### src/rtl/uart_brk_pkg.sv
package uart_brk_pkg;

  // Number of bit periods a frame occupies on the line.
  function automatic int unsigned frame_bits(input bit is_brk,
                                             input int unsigned data_w,
                                             input int unsigned zeros);
    return is_brk ? zeros + 2 : data_w + 2;
  endfunction

  function automatic int unsigned max_u(input int unsigned a, input int unsigned b);
    return (a > b) ? a : b;
  endfunction

endpackage

### src/rtl/ubt_hold.sv
module ubt_hold #(
  parameter int DATA_W = 8
) (
  input  logic              clk,
  input  logic              rst,
  input  logic              tx_en,
  input  logic              wr_en,
  input  logic [DATA_W-1:0] wr_data,
  input  logic              take,
  output logic              valid,
  output logic [DATA_W-1:0] data
);

  always_ff @(posedge clk) begin
    if (rst) begin
      valid <= 1'b0;
      data  <= '0;
    end else if (!tx_en) begin
      valid <= 1'b0;
    end else if (take) begin
      valid <= 1'b0;
    end else if (wr_en && !valid) begin
      valid <= 1'b1;
      data  <= wr_data;
    end
  end

endmodule

### src/rtl/ubt_brk_ctl.sv
module ubt_brk_ctl (
  input  logic clk,
  input  logic rst,
  input  logic set_req,
  input  logic done,
  output logic flag
);

  always_ff @(posedge clk) begin
    if (rst)          flag <= 1'b0;
    else if (set_req) flag <= 1'b1;
    else if (done)    flag <= 1'b0;
  end

endmodule

### src/rtl/ubt_shift.sv
module ubt_shift
  import uart_brk_pkg::*;
#(
  parameter int DATA_W    = 8,
  parameter int BRK_ZEROS = 12
) (
  input  logic              clk,
  input  logic              rst,
  input  logic              tx_en,
  input  logic              baud_tick,
  input  logic              load,
  input  logic [DATA_W-1:0] load_data,
  input  logic              load_brk,
  output logic              tx,
  output logic              busy,
  output logic              brk_active,
  output logic              brk_done,
  output logic [$clog2(max_u(DATA_W + 2, BRK_ZEROS + 2) + 1)-1:0] bits_left
);

  localparam int NORM_BITS = frame_bits(1'b0, DATA_W, BRK_ZEROS);
  localparam int BRK_BITS  = frame_bits(1'b1, DATA_W, BRK_ZEROS);
  localparam int SR_W      = max_u(NORM_BITS, BRK_BITS);
  localparam int CNT_W     = $clog2(SR_W + 1);

  logic [SR_W-1:0] shreg;
  logic [SR_W-1:0] norm_img;
  logic [SR_W-1:0] brk_img;
  logic            last_bit;

  assign norm_img = {{(SR_W - DATA_W - 1){1'b1}}, load_data, 1'b0};
  assign brk_img  = {{(SR_W - BRK_ZEROS - 1){1'b1}}, {(BRK_ZEROS + 1){1'b0}}};
  assign last_bit = busy && baud_tick && (bits_left == CNT_W'(1));
  assign brk_done = last_bit && brk_active;
  assign tx       = shreg[0];

  always_ff @(posedge clk) begin
    if (rst || !tx_en) begin
      shreg      <= '1;
      busy       <= 1'b0;
      brk_active <= 1'b0;
      bits_left  <= '0;
    end else if (load) begin
      shreg      <= load_brk ? brk_img : norm_img;
      busy       <= 1'b1;
      brk_active <= load_brk;
      bits_left  <= load_brk ? CNT_W'(BRK_BITS) : CNT_W'(NORM_BITS);
    end else if (busy && baud_tick) begin
      shreg     <= {1'b1, shreg[SR_W-1:1]};
      bits_left <= bits_left - CNT_W'(1);
      if (last_bit) begin
        busy       <= 1'b0;
        brk_active <= 1'b0;
      end
    end
  end

endmodule

### src/rtl/uart_brk_tx.sv
module uart_brk_tx
  import uart_brk_pkg::*;
#(
  parameter int DATA_W    = 8,
  parameter int BRK_ZEROS = 12
) (
  input  logic              clk,
  input  logic              rst,
  input  logic              tx_en,
  input  logic              baud_tick,
  input  logic              wr_en,
  input  logic [DATA_W-1:0] wr_data,
  input  logic              brk_set,
  output logic              tx,
  output logic              hold_empty,
  output logic              shift_empty,
  output logic              brk_flag
);

  localparam int CNT_W = $clog2(max_u(DATA_W + 2, BRK_ZEROS + 2) + 1);

  logic              hold_valid;
  logic [DATA_W-1:0] hold_data;
  logic              busy;
  logic              brk_active;
  logic              brk_done;
  logic              load;
  logic [CNT_W-1:0]  bits_left;

  assign load        = tx_en && hold_valid && !busy;
  assign hold_empty  = !hold_valid;
  assign shift_empty = !busy;

  ubt_hold #(.DATA_W(DATA_W)) u_hold (
    .clk     (clk),
    .rst     (rst),
    .tx_en   (tx_en),
    .wr_en   (wr_en),
    .wr_data (wr_data),
    .take    (load),
    .valid   (hold_valid),
    .data    (hold_data)
  );

  ubt_brk_ctl u_brk (
    .clk     (clk),
    .rst     (rst),
    .set_req (brk_set),
    .done    (brk_done),
    .flag    (brk_flag)
  );

  ubt_shift #(.DATA_W(DATA_W), .BRK_ZEROS(BRK_ZEROS)) u_shift (
    .clk        (clk),
    .rst        (rst),
    .tx_en      (tx_en),
    .baud_tick  (baud_tick),
    .load       (load),
    .load_data  (hold_data),
    .load_brk   (brk_flag),
    .tx         (tx),
    .busy       (busy),
    .brk_active (brk_active),
    .brk_done   (brk_done),
    .bits_left  (bits_left)
  );

endmodule

### config.mk
export PLATFORM = sky130hd
export DESIGN_NAME = uart_brk_tx
export DESIGN_NICKNAME = d
export VERILOG_FILES = /design/src/rtl/uart_brk_pkg.sv /design/src/rtl/ubt_hold.sv /design/src/rtl/ubt_brk_ctl.sv /design/src/rtl/ubt_shift.sv /design/src/rtl/uart_brk_tx.sv
export SDC_FILE = /design/constraint.sdc
export NUM_CORES = 1
export LEC_CHECK = 0
export BUFFER_PORTS_ARGS = -buffer_cell sky130_fd_sc_hd__buf_2
export CAP_MARGIN = 20
export CORE_MARGIN = 5
export CORE_UTILIZATION = 34
export CTS_BUF_LIST = sky130_fd_sc_hd__clkbuf_2
export CTS_CLUSTER_DIAMETER = 80
export DETAILED_ROUTE_END_ITERATION = 7
export GPL_TIMING_DRIVEN = 0
export PLACE_DENSITY = 0.56
export SLEW_MARGIN = 20
export SYNTH_ARGS = -nofsm -noshare
export SYNTH_HDL_FRONTEND = slang
export SYNTH_SLANG_ARGS = --single-unit
### constraint.sdc
create_clock -name clk -period 1.4 [get_ports clk]
set_clock_uncertainty 0.05 [all_clocks]
set_input_delay 0 -clock clk [delete_from_list [all_inputs] [get_ports clk]]
set_output_delay 0 -clock clk [all_outputs]
set_load 0.1 [all_outputs]
### Word level (Yosys, flattened, before mapping)

Cells that the tools add are included.

| word-level totals | value |
|---|---|
| output and inout port bits | 4 |
| register bits after elaboration | 30 |

| cells by class | value |
|---|---|
| equal/unequal tests | 1 |
| reduce and logical (&&, ||, !) cells | 16 |
| bitwise gates (word level) | 2 |
| mux-type cells | 12 |
| add/subtract/negate cells | 1 |

Operators by type and width:

| kind | number |
|---|---|
| $mux W14 | 2 |
| $mux W13 | 1 |
| $mux W4 | 2 |
| $logic_and A1 B1 Y1 | 6 |
| $mux W1 | 6 |
| $reduce_bool A2 Y1 | 3 |
| $eq A4 B1 Y1 const B | 1 |
| $sub A4 B1 Y4 const B | 1 |
| $logic_not A1 Y1 | 3 |
| $mux W3 | 1 |
| $reduce_and A3 Y1 | 1 |
| $reduce_or A3 Y1 | 1 |
| $not A1 Y1 | 2 |
| $reduce_and A2 Y1 | 1 |
| $logic_or A1 B1 Y1 | 1 |

### Longest topological paths before layout

| logic depth | value |
|---|---|
| word-level depth | 5 |
| depth in mapped cells | 5 |
| depth with buffers taken out | 5 |

### Hierarchy

From an unflattened synthesis, not the netlist that was laid out.

| unflattened totals | value |
|---|---|
| cell total of the unflattened synthesis | 129 |
| area, all modules | 1286.2 µm² |

Modules (own cells, without submodules):

| module | seq. area each (µm²) | area an instance (µm²) | cells an instance | instances |
|---|---|---|---|---|
| ubt_shift | 380.4 | 829.5 | 84 | 1 |
| ubt_hold | 180.2 | 401.6 | 38 | 1 |
| ubt_brk_ctl | 20.0 | 38.8 | 4 | 1 |
| uart_brk_tx | 0.0 | 16.3 | 3 | 1 |

### Least setup slack after synthesis

Ideal clock, no wire load.

| timing path | value |
|---|---|
| path type | reg2reg |
| start point | reg u_brk.flag |
| end point | reg u_shift.shreg[10] |
| clock period less this slack | 1.995 ns |
| path buffers | 0 |
| arrival | 1.817 ns |
| path slack | -0.595 ns |
| required time | 1.222 ns |
| cell stages (with the launch flop) | 4 |
| path through | dfxtp_1 -> clkinv_1 -> nor3_2 -> a21oi_1 |

| between the ends | value |
|---|---|
| cells in the longest elaborated chain, start to end | 2 |

Ends and longest elaborated chain:

| element | line | text |
|---|---|---|
| start, declared | ubt_brk_ctl.sv:6 | `output logic flag` |
| start signal, assigned | ubt_brk_ctl.sv:10 | `if (rst) flag <= 1'b0;` |
| start signal, assigned | ubt_brk_ctl.sv:11 | `else if (set_req) flag <= 1'b1;` |
| start signal, assigned | ubt_brk_ctl.sv:12 | `else if (done) flag <= 1'b0;` |
| $mux W13 | ubt_shift.sv:44 | `shreg <= load_brk ? brk_img : norm_img;` |
| $mux W14 | ubt_shift.sv:43 | `end else if (load) begin` |
| end signal, assigned | ubt_shift.sv:44 |  |
| end signal, assigned | ubt_shift.sv:49 | `shreg <= {1'b1, shreg[SR_W-1:1]};` |
| end, declared | ubt_shift.sv:26 | `logic [SR_W-1:0] shreg;` |

No other way between the ends.
A chain may end at the register's enable or synchronous reset.

### Worst setup path after layout

| timing path | value |
|---|---|
| start point | reg u_hold.valid |
| end point | out hold_empty |

| between the ends | value |
|---|---|
| cells in the longest elaborated chain, start to end | 1 |

Ends and longest elaborated chain:

| element | line | text |
|---|---|---|
| start, declared | ubt_hold.sv:10 | `output logic valid,` |
| start signal, assigned | ubt_hold.sv:16 | `valid <= 1'b0;` |
| start signal, assigned | ubt_hold.sv:19 | `valid <= 1'b0;` |
| start signal, assigned | ubt_hold.sv:21 | `valid <= 1'b0;` |
| $logic_not A1 Y1 | uart_brk_tx.sv:31 | `assign hold_empty = !hold_valid;` |
| end, declared | uart_brk_tx.sv:15 | `output logic hold_empty,` |

No other way between the ends.

==> run_results.csv <==
group,metric,value,unit
routing,ant_nets,0,
finish,fin_cells,213,
worst_setup_path,endpoint_kind,"output pin",
synth,ys_seq_area_share,45.8,%
synth,synth_cells,128,
finish,area_growth,24.5,%
floorplanning,die_x,71.1,um
pwr,power_density,925,mW/mm2
grt,grt_usage,11.8,%
worst_setup_path,rrSetupSlack,0.1,ns
placed_design,place_inst,193,
synth,yosys_warnings,0,
min_path,hp-start,"tx_en",
worst_setup_path,startpoint_type,"flop",
sta,slew_headroom,67.9,%
sta,fin_crit_sh,93.0,%
clock_network,postCtsSetupRepairBufs,0,
placed_design,place_congestion,0.716,
sta,drv_slew,0,
floorplanning,num_rows,22,
clock_network,cts_buffer_depth,2,
worst_setup_path,cp_top_family,"buffers and inverters",
synth,syn_avg_cell_area,9.91,um2
worst_setup_path,r2r-end,"u_brk.flag",
clock_network,cts_root_buf,"clkbuf_2",
worst_setup_path,cp.required,1.35,ns
sta,tightest_slew,0.485,ns
routing,drt_first_pass_iters,2,
routing,vias_per_cell,4.82,
routing,drc,0,
pwr,ir_drop,0.000607,V
grt,grt_overflow,0,
worst_setup_path,cp_cell_sequence,"inv_1 > buf_2",
worst_setup_path,cp_slowest_stage_delay,0.42,ns
floorplanning,die_area,0.00505,mm2
finish,drive_gt1_share,22.4,%
routing,wl,2.66,mm
outcome,status,"complete, no violations",
worst_setup_path,reg2reg_depth,5,
routing,drt-initial-drc-count,42,
placed_design,dp_hpwl,1.93,mm
clock_network,clkSinkCount,29,
clock_network,tritoncts,"yes",
synth,syn_nets,144,
min_path,hp-class,"input port to flop",
worst_setup_path,crit_arrival,1.25,ns
worst_setup_path,crit_fanout,7,
synth,synth_area,0.00127,mm2
floorplanning,coreArea,0.00363,mm2
sta,period_minus_slack,1.30,ns
job,cap_violations,0,
finish,layout.cells.most_common_list,"dfxtp_1 (27), buf_2 (18), mux2i_1 (18)",
min_path,hold-path-endpoint,"u_shift.bits_left[2]",
sta,finalHoldViolCount,0,
sta,rsz0062_at_grt,"no",
grt,grt_max_degree,11,
clock_network,clk_latency,0.36,ns
sta,finalSetupTns,0,ns
floorplanning,die_h,71.1,um
clock_network,cts.htree.levels,2,
routing,routedWlPerCell,12.5,um
min_path,hold_depth,3,
grt,antenna_found_initial,0,
worst_setup_path,criticalPathCategory,"flop to output pin",
floorplanning,initial_utilization,34.9,%
synth,synth-seq-cells,29,
placed_design,port_buffers,17,
grt,grt_pass1_wl,4.63,mm
finish,finalNetCount,180,
finish,fillers,379,
grt,grt_pass1_vias,1076,
clock_network,path_clk_slew,0.15,ns
floorplanning,io_pins,18,
worst_setup_path,path_buf_inv,2,
worst_setup_path,crit_slowest_cell,"buf_2",
sta,setup_viol,0,
finish,diodes,0,
synth,ys_types,35,
routing,num_vias,1027,
pwr,leakagePower,0.660,nW
worst_setup_path,rr_startpoint,"u_shift.bits_left[1]",
finish,mostFrequentLayoutCell,"dfxtp_1",
clock_network,cts_buffers,5,
sta,fmaxAchievable,768,MHz
==> registers in the layout, summed over array words and instances (netlist names) <==
register,cells
u_brk.flag,1
u_hold.data,8
u_hold.valid,1
u_shift.bits_left,4
u_shift.brk_active,1
u_shift.busy,1
u_shift.shreg,13
==> worst max path at each step <==
stage | from | endpoint | depth (start not counted)
after CTS | u_shift.bits_left[0] | u_shift.brk_active | 4
after global routing | u_hold.valid | u_shift.shreg[10] | 3
after global placement | u_shift.bits_left[0] | u_brk.flag | 4
after detailed placement | u_shift.bits_left[0] | u_shift.brk_active | 4
after floorplan | u_brk.flag | u_shift.shreg[10] | 3
final | u_hold.valid | hold_empty | 2
==> cell usage after synthesis <==
cell	instances	share of area, %
nand2b_1	1	0.49
dfxtp_1	29	46
and3b_1	1	0.69
and4bb_2	1	0.99
inv_1	4	1.2
buf_12	1	1.6
buf_6	3	2.7
nand2_1	3	0.89
ha_1	2	2.0
nor3_2	1	0.79
and2_1	1	0.49
clkbuf_1	1	0.30
xnor2_1	1	0.69
buf_4	1	0.59
nor3_1	3	1.2
nor2_1	11	3.3
nand4_1	1	0.49
nand3b_2	1	0.89
o21ai_0	8	3.2
nand3_1	4	1.6
o21ai_1	4	1.6
buf_2	2	0.79
a21oi_1	7	2.8
mux2i_1	18	14
xor2_1	1	0.69
o21ba_2	1	0.79
nor4b_2	1	1.2
o22ai_1	1	0.49
nand3b_1	1	0.59
nor2b_1	1	0.49
o31ai_1	2	1.2
a41o_1	1	0.79
clkinv_1	1	0.30
a31oi_1	8	3.9
and2b_1	1	0.59
==> worst reg2reg max path, stage by stage, from the launching register on <==
cell	delay, ns
dfxtp_1	0.39
inv_1	0.07
ha_1	0.18
and4bb_2	0.24
a31oi_1	0.18
o21ba_2	0.14
==> repair_timing <==
action	in CTS	in global routing
hold buffers	12	0
resized for setup	1	1
endpoints found under the setup margin	1	2
hold endpoints to repair	11	0
==> through the flow <==
stage | hold WS [ns] | worst slack (ns) | power [mW] | util (%) | area, um2
2_1_floorplan | 0.0914 | 0.0767 | 1.00 | - | 1270
4_1_cts | 0.0356 | 0.0658 | 1.47 | 43.4 | 1580
3_3_place_gp | 0.177 | 0.127 | 1.05 | 39.0 | 1420
5_1_grt | 0.0449 | 0.00573 | 1.53 | 43.5 | 1580
3_5_place_dp | 0.188 | 0.0883 | 1.06 | 39.0 | 1420
6_report | 0.0478 | 0.0978 | 1.46 | 43.5 | 1580
==> layout make-up <==
| cell class | instances | area (um2) | share of cell area (%) |
|---|---|---|---|
| Sequential cell | 29 | 586 | 37.1 |
| Inverter | 5 | 18.8 | 1.19 |
| Clock inverter | 3 | 12.5 | 0.792 |
| Clock buffer | 5 | 25.0 | 1.58 |
| Tap cell | 48 | 60.1 | 3.80 |
| Multi-Input combinational cell | 86 | 594 | 37.6 |
| Buffer | 8 | 75.1 | 4.75 |
| Timing Repair Buffer | 29 | 208 | 13.2 |
==> cell families after synthesis <==
kind of cell               count (synthesis)  synth area share (%)
AOI/OAI and AO/OA                         32                  14.7
and+or+nand+nor                           32                  14.6
DFF                                       29                  45.8
muxes                                     18                  14.2
buffers and inverters                     13                  7.40
xor gates and xnor gates                   2                  1.38
adders and majority gates                  2                  1.97
==> power by group <==
part	switching, mW	leakage (nW)	internal (mW)	total (mW)
combinational	0.109	0.395	0.0873	0.196
sequential	0.0166	0.237	0.849	0.865
clock	0.290	0.0278	0.109	0.399
total	0.416	0.660	1.04	1.46
==> per-layer routing <==
| metal | wire (um) | global-route usage [%] | vias to the layer above |
|---|---|---|---|
| li1 | - | - | 530 |
| met1 | 1120 | 12.0 | 473 |
| met2 | 1380 | 21.7 | 16 |
| met3 | 107 | 3.41 | 8 |
| met4 | 56 | 5.64 | 0 |
| met5 | 0 | 0 | - |
Power figures use the tool's default switching activity.
